$ cat src/rtl/ldst_agu_seq.sv
module ldst_agu_seq #(
  parameter int W = 16
) (
  input  logic         clk,
  input  logic         rst_n,
  input  logic         start,
  input  logic [15:0]  instr,
  input  logic [W-1:0] pc_next,
  output logic [2:0]   rf_raddr,
  input  logic [W-1:0] rf_rdata,
  output logic         mem_req,
  output logic         mem_we,
  output logic [W-1:0] mem_addr,
  output logic [W-1:0] mem_wdata,
  input  logic [W-1:0] mem_rdata,
  input  logic         mem_ready,
  output logic         done,
  output logic         unsupported,
  output logic         wb_en,
  output logic [2:0]   wb_idx,
  output logic [W-1:0] wb_data
);
  localparam logic [3:0] OP_LD = 4'b0010, OP_ST = 4'b0011, OP_LDR = 4'b0110, OP_STR = 4'b0111;
  localparam logic [3:0] OP_LDI = 4'b1010, OP_STI = 4'b1011, OP_LEA = 4'b1110;

  typedef enum logic [2:0] {S_IDLE, S_CALC, S_PTR, S_ACC, S_WB} st_t;
  st_t state;

  logic [15:0]  ir;
  logic [W-1:0] pc_q, addr_q, data_q, ea, s9, s6;
  logic [3:0]   op;
  logic         is_ld, is_st, is_ind, is_base, is_lea, known;

  assign op      = ir[15:12];
  assign is_ld   = op == OP_LD || op == OP_LDR || op == OP_LDI;
  assign is_st   = op == OP_ST || op == OP_STR || op == OP_STI;
  assign is_ind  = op == OP_LDI || op == OP_STI;
  assign is_base = op == OP_LDR || op == OP_STR;
  assign is_lea  = op == OP_LEA;
  assign known   = is_ld || is_st || is_lea;

  assign s9 = {{(W-9){ir[8]}}, ir[8:0]};
  assign s6 = {{(W-6){ir[5]}}, ir[5:0]};
  assign ea = is_base ? rf_rdata + s6 : pc_q + s9;

  assign rf_raddr    = (state == S_CALC) ? ir[8:6] : ir[11:9];
  assign mem_req     = state == S_PTR || state == S_ACC;
  assign mem_we      = state == S_ACC && is_st;
  assign mem_addr    = addr_q;
  assign mem_wdata   = mem_we ? rf_rdata : '0;
  assign done        = state == S_WB;
  assign unsupported = done && !known;
  assign wb_en       = done && (is_ld || is_lea);
  assign wb_idx      = ir[11:9];
  assign wb_data     = data_q;

  always_ff @(posedge clk or negedge rst_n) begin
    if (!rst_n) begin
      state  <= S_IDLE;
      ir     <= '0;
      pc_q   <= '0;
      addr_q <= '0;
      data_q <= '0;
    end else begin
      case (state)
        S_IDLE: if (start) begin
          ir    <= instr;
          pc_q  <= pc_next;
          state <= S_CALC;
        end
        S_CALC: begin
          addr_q <= ea;
          data_q <= ea;
          if (!known || is_lea) state <= S_WB;
          else if (is_ind)      state <= S_PTR;
          else                  state <= S_ACC;
        end
        S_PTR: if (mem_ready) begin
          addr_q <= mem_rdata;
          state  <= S_ACC;
        end
        S_ACC: if (mem_ready) begin
          if (!is_st) data_q <= mem_rdata;
          state <= S_WB;
        end
        S_WB:    state <= S_IDLE;
        default: state <= S_IDLE;
      endcase
    end
  end

  AST_REQ_HOLD: assert property (@(posedge clk) disable iff (!rst_n)
    mem_req && !mem_ready |=> mem_req && $stable(mem_addr) && $stable(mem_we));
  AST_DONE_PULSE: assert property (@(posedge clk) disable iff (!rst_n)
    done |=> !done && !mem_req);
  AST_LEA_NO_MEM: assert property (@(posedge clk) disable iff (!rst_n)
    state == S_CALC && is_lea |=> done && wb_en && !mem_req);
  AST_UNSUP_QUIET: assert property (@(posedge clk) disable iff (!rst_n)
    state == S_CALC && !known |=> done && unsupported && !wb_en && !mem_req);
  AST_PTR_FOLLOW: assert property (@(posedge clk) disable iff (!rst_n)
    state == S_PTR && mem_ready |=> mem_req && mem_addr == $past(mem_rdata));
  AST_LOAD_WB: assert property (@(posedge clk) disable iff (!rst_n)
    state == S_ACC && mem_ready && !mem_we |=> wb_en && wb_data == $past(mem_rdata));
endmodule

$ cat config.mk
export PLATFORM = sky130hd
export DESIGN_NAME = ldst_agu_seq
export DESIGN_NICKNAME = d
export VERILOG_FILES = /design/src/rtl/ldst_agu_seq.sv
export SDC_FILE = /design/constraint.sdc
export NUM_CORES = 1
export LEC_CHECK = 0
export CAP_MARGIN = 20
export CELL_PAD_IN_SITES_DETAIL_PLACEMENT = 0
export CELL_PAD_IN_SITES_GLOBAL_PLACEMENT = 1
export CORE_MARGIN = 2
export CORE_UTILIZATION = 37
export DETAILED_ROUTE_END_ITERATION = 8
export PLACE_DENSITY = 0.91
export SETUP_SLACK_MARGIN = 0.05
export SLEW_MARGIN = 40
export SYNTH_ARGS = -nofsm -noshare
export SYNTH_HDL_FRONTEND = slang
export SYNTH_SLANG_ARGS = --single-unit
$ cat constraint.sdc
create_clock -name clk -period 2.8 [get_ports clk]
set_clock_uncertainty 0.15 [all_clocks]
set_input_delay 0.7 -clock clk [delete_from_list [all_inputs] [get_ports clk]]
set_output_delay 0.7 -clock clk [all_outputs]
set_load 0.05 [all_outputs]
==> qor_table.md <==
| Quantity | Reported | Unit |
|:---|:---|:---|
| Routed wire length | 14200 | um |
| Cell Chain, Critical Path | clkdlybuf4s50_1 -> ha_2 -> o21ai_0 -> nand2b_1 -> a41oi_2 -> xnor2_2 -> mux2i_2 -> a221oi_1 -> a21o_1 | - |
| Buffer cell driving the clock tree root | sky130_fd_sc_hd__clkbuf_16 | - |
| Number of buffers and inverters on the critical path | 1 | - |
| Buffer depth of the longest clock path | 2 | - |
| Number of cell rows | 40 | - |
| Number of nets in the layout | 767 | - |
| Diodes inserted | 0 | - |
| Worst path required time | 2.92 | ns |
| Worst min-delay path category | in2async | - |
| Fraction of synthesized cell area in xor and xnor cells | 5.49 | % |
| Clock tree from TritonCTS | yes | - |
| Number of vias per cell | 5.27 | - |
| Initial cell density of the core | 38.2 | % |
| Prevailing post-synth register cell | sky130_fd_sc_hd__dfrtp_1 | - |
| Kind of cell adding the most delay to the critical path | compound AO/OA/AOI/OAI gates | - |
| Maximum level of the CTS H-tree | 3 | - |
| Count of antenna-violating nets left after detailed routing | 0 | - |
| Type of element launching the critical path | input port | - |
| Area of the mapped netlist | 4630 | um2 |
| Transition time at the pin with the least slew margin | 0.738 | ns |
| Die Width | 116 | um |
| Highest-delay cell along the critical path | sky130_fd_sc_hd__clkdlybuf4s50_1 | - |
| Number of synthesized flops with an enable pin | 0 | - |
| Area of the core | 12100 | um2 |
| Max Freq | 371 | MHz |
| Initial antenna violation count | 0 | - |
| Multiplexer area fraction after synthesis | 10.7 | % |
| Peak per-stage delay on the critical path | 0.49 | ns |
| Max capacitance violation total | 0 | - |
| Detailed Route Iter0 Violations | 294 | - |
| Fraction of synthesis flops using an asynchronous set or reset pin | 100 | % |
| Result of the run | completed | - |
| Floorplan die area | 13400 | um2 |
| Pre-Repair DR Iteration Count | 4 | - |
| TritonCTS sink count | 67 | - |
| Commonest non-fill, non-tap cell in the layout | sky130_fd_sc_hd__clkdlybuf4s50_1 | - |
| Ratio of cells with drive above 1 in the final layout | 29.6 | % |
| Count of vias placed by the detailed router | 4424 | - |
| Input/output buffers | 126 | - |
| Net count of the mapped netlist | 597 | - |
| Clock network latency to the later pin of the worst-skew pair | 0.33 | ns |
| Total count of max-transition violations in the final report | 0 | - |
| Mean post-synth cell area | 9.31 | um2 |
| Worst path setup slack after routing | 0.102 | ns |
| GR Util All Layers | 20.9 | % |
| Post-route standard cell area excluding fillers | 7290 | um2 |
| Final Hold Violating Endpoints | 0 | - |
| Area fraction in compound gates after synthesis | 20.6 | % |
| Portion of the clock cycle consumed by the worst path in the final layout | 96.4 | % |
| Cts-stage hold buffer count | 0 | - |
| Die Height | 116 | um |
| #FFs+latches synth | 67 | - |
| Final setup fails | 0 | - |
| Critical-path maximum fanout | 2 | - |
| Max_slew headroom | 50.8 | % |
| Number of DRC violations after detailed routing | 0 | - |
| Adder-cell area share of the yosys netlist | 8.98 | % |
| Worst Setup End Kind | flip-flop | - |
| Worst Setup Path Type | in2reg | - |
| Final Wtd Congestion | 0.853 | - |
| Vias in the first global route | 4415 | - |
| Global route overflow | 0 | - |
| Worst slack at placement | -0.543 | ns |
| Global-route wire length before repair | 22000 | um |
| Synth unique cells | 48 | - |
| Arrival time at the worst endpoint | 2.82 | ns |
| Main combinational cell family by area after synthesis | compound AO/OA/AOI/OAI gates | - |
| Cell count after synthesis | 497 | - |
| Syn. warnings | 0 | - |
| Most frequent cells in the layout | sky130_fd_sc_hd__clkdlybuf4s50_1 (92), sky130_fd_sc_hd__dfrtp_1 (65), sky130_fd_sc_hd__buf_4 (59) | - |
| Area growth from synthesis to layout | 57.5 | % |
| Sequential area share after synthesis | 36.2 | % |
| Routed wirelength normalized by instance count | 16.9 | um |
| Final HPWL DP | 11000 | um |
| Num CTS Buffers | 9 | - |
| Simple-gate area share of the yosys netlist | 14.9 | % |
| Post-layout min period | 2.70 | ns |
| Unrepaired setup endpoints after global routing | yes | - |
| Pin count of the biggest net entering global routing | 45 | - |
| Worst-path clk slew | 0.06 | ns |
| Number of top-level design ports | 127 | - |
| Standard cell area after detailed placement | 6640 | um2 |
==> worst paths after layout <==
| path | startpoint | to | slack, ns | cells past startpoint |
|---|---|---|---|---|
| setup / recovery | rf_rdata[5] | wb_data[9] | 0.10 | 9 |
| hold / removal | rst_n | mem_addr[5] | 0.20 | 2 |
| setup reg to reg | ir[0] | wb_data[14] | 0.20 | 9 |
| hold reg to reg | mem_addr[5] | mem_addr[5] | 0.33 | 2 |
| max in group asynchronous | rst_n | ir[5] | 1.72 | 3 |
| min in group clk | mem_addr[5] | mem_addr[5] | 0.33 | 2 |
==> timing repair <==
| item | in CTS | in global routing |
|---|---|---|
| setup endpoints to repair | 36 | 42 |
| setup buffers | 1 | 6 |
| gates cloned | 0 | 0 |
| pin swaps | 12 | 33 |
| gates resized for setup | 23 | 50 |
==> sequential cells by signal, summed over array words and instances (netlist names) <==
register	cells
state	3
mem_addr	16
pc_q	16
ir	16
wb_data	16
==> per-layer routing <==
layer,vias up,part of all wire (%),GRT usage (%)
met5,-,0,0
met4,0,2.3,6.98
met3,23,5.4,3.82
met2,145,50,36.3
met1,2116,43,26.3
li1,2140,-,-
==> area by class of cell <==
type,instances,area [um2]
multi-input cells,398,3120
flip-flops and latches,67,1680
clock buffers,10,239
inverters,5,18.8
well taps,168,210
fillers,1055,4820
clock inverters,6,63.8
repair buffers,186,1950
==> metrics by stage <==
stage	setup TNS (ns)	instances	hold slack [ns]	utilization [%]
2_1_floorplan	0	497	0.254	-
3_3_place_gp	-8.93	816	0.313	54.6
3_5_place_dp	-10.62	817	0.326	54.8
4_1_cts	0	834	0.203	58.1
6_report	0	840	0.201	60.2
5_1_grt	0	840	0.225	60.2
==> logic make-up (layout without fill, tap and decap cells) <==
family | Yosys count | in the layout
flops | 67 | 67
compound gates | 151 | 151
simple gates | 141 | 141
xor+xnor | 29 | 29
buf+inv | 32 | 207
fa+ha+maj | 32 | 32
mux | 45 | 45
==> cells in the mapped netlist (all sizes together), types with 2 or more instances <==
cell type / number / area share, %
and3: 14 / 1.9
o21a: 2 / 0.32
nand2b: 5 / 0.68
o31ai: 2 / 0.32
nor3b: 3 / 0.49
nor2b: 5 / 0.68
nand2: 38 / 3.1
o22ai: 2 / 0.27
clkbuf: 17 / 1.4
a221oi: 4 / 0.76
mux2i: 10 / 2.2
o21ai: 38 / 4.1
a21o: 15 / 2.5
a211oi: 8 / 1.4
nand4: 2 / 0.27
xnor2: 19 / 3.6
a221o: 2 / 0.43
ha: 30 / 8.1
and2: 20 / 2.7
nand3: 8 / 0.87
a21oi: 55 / 6.0
buf: 10 / 1.4
dfrtp: 67 / 36
a41oi: 3 / 0.57
a211o: 5 / 0.95
inv: 5 / 0.41
o211ai: 6 / 0.97
nor2: 35 / 2.8
nand3b: 3 / 0.49
xor2: 10 / 1.9
nor3: 8 / 0.87
o21bai: 2 / 0.32
a21boi: 2 / 0.32
fa: 2 / 0.87
mux2: 35 / 8.5
Power is not shown: default switching activity piles up to over one toggle a cycle in this logic, so the estimate is an artifact.
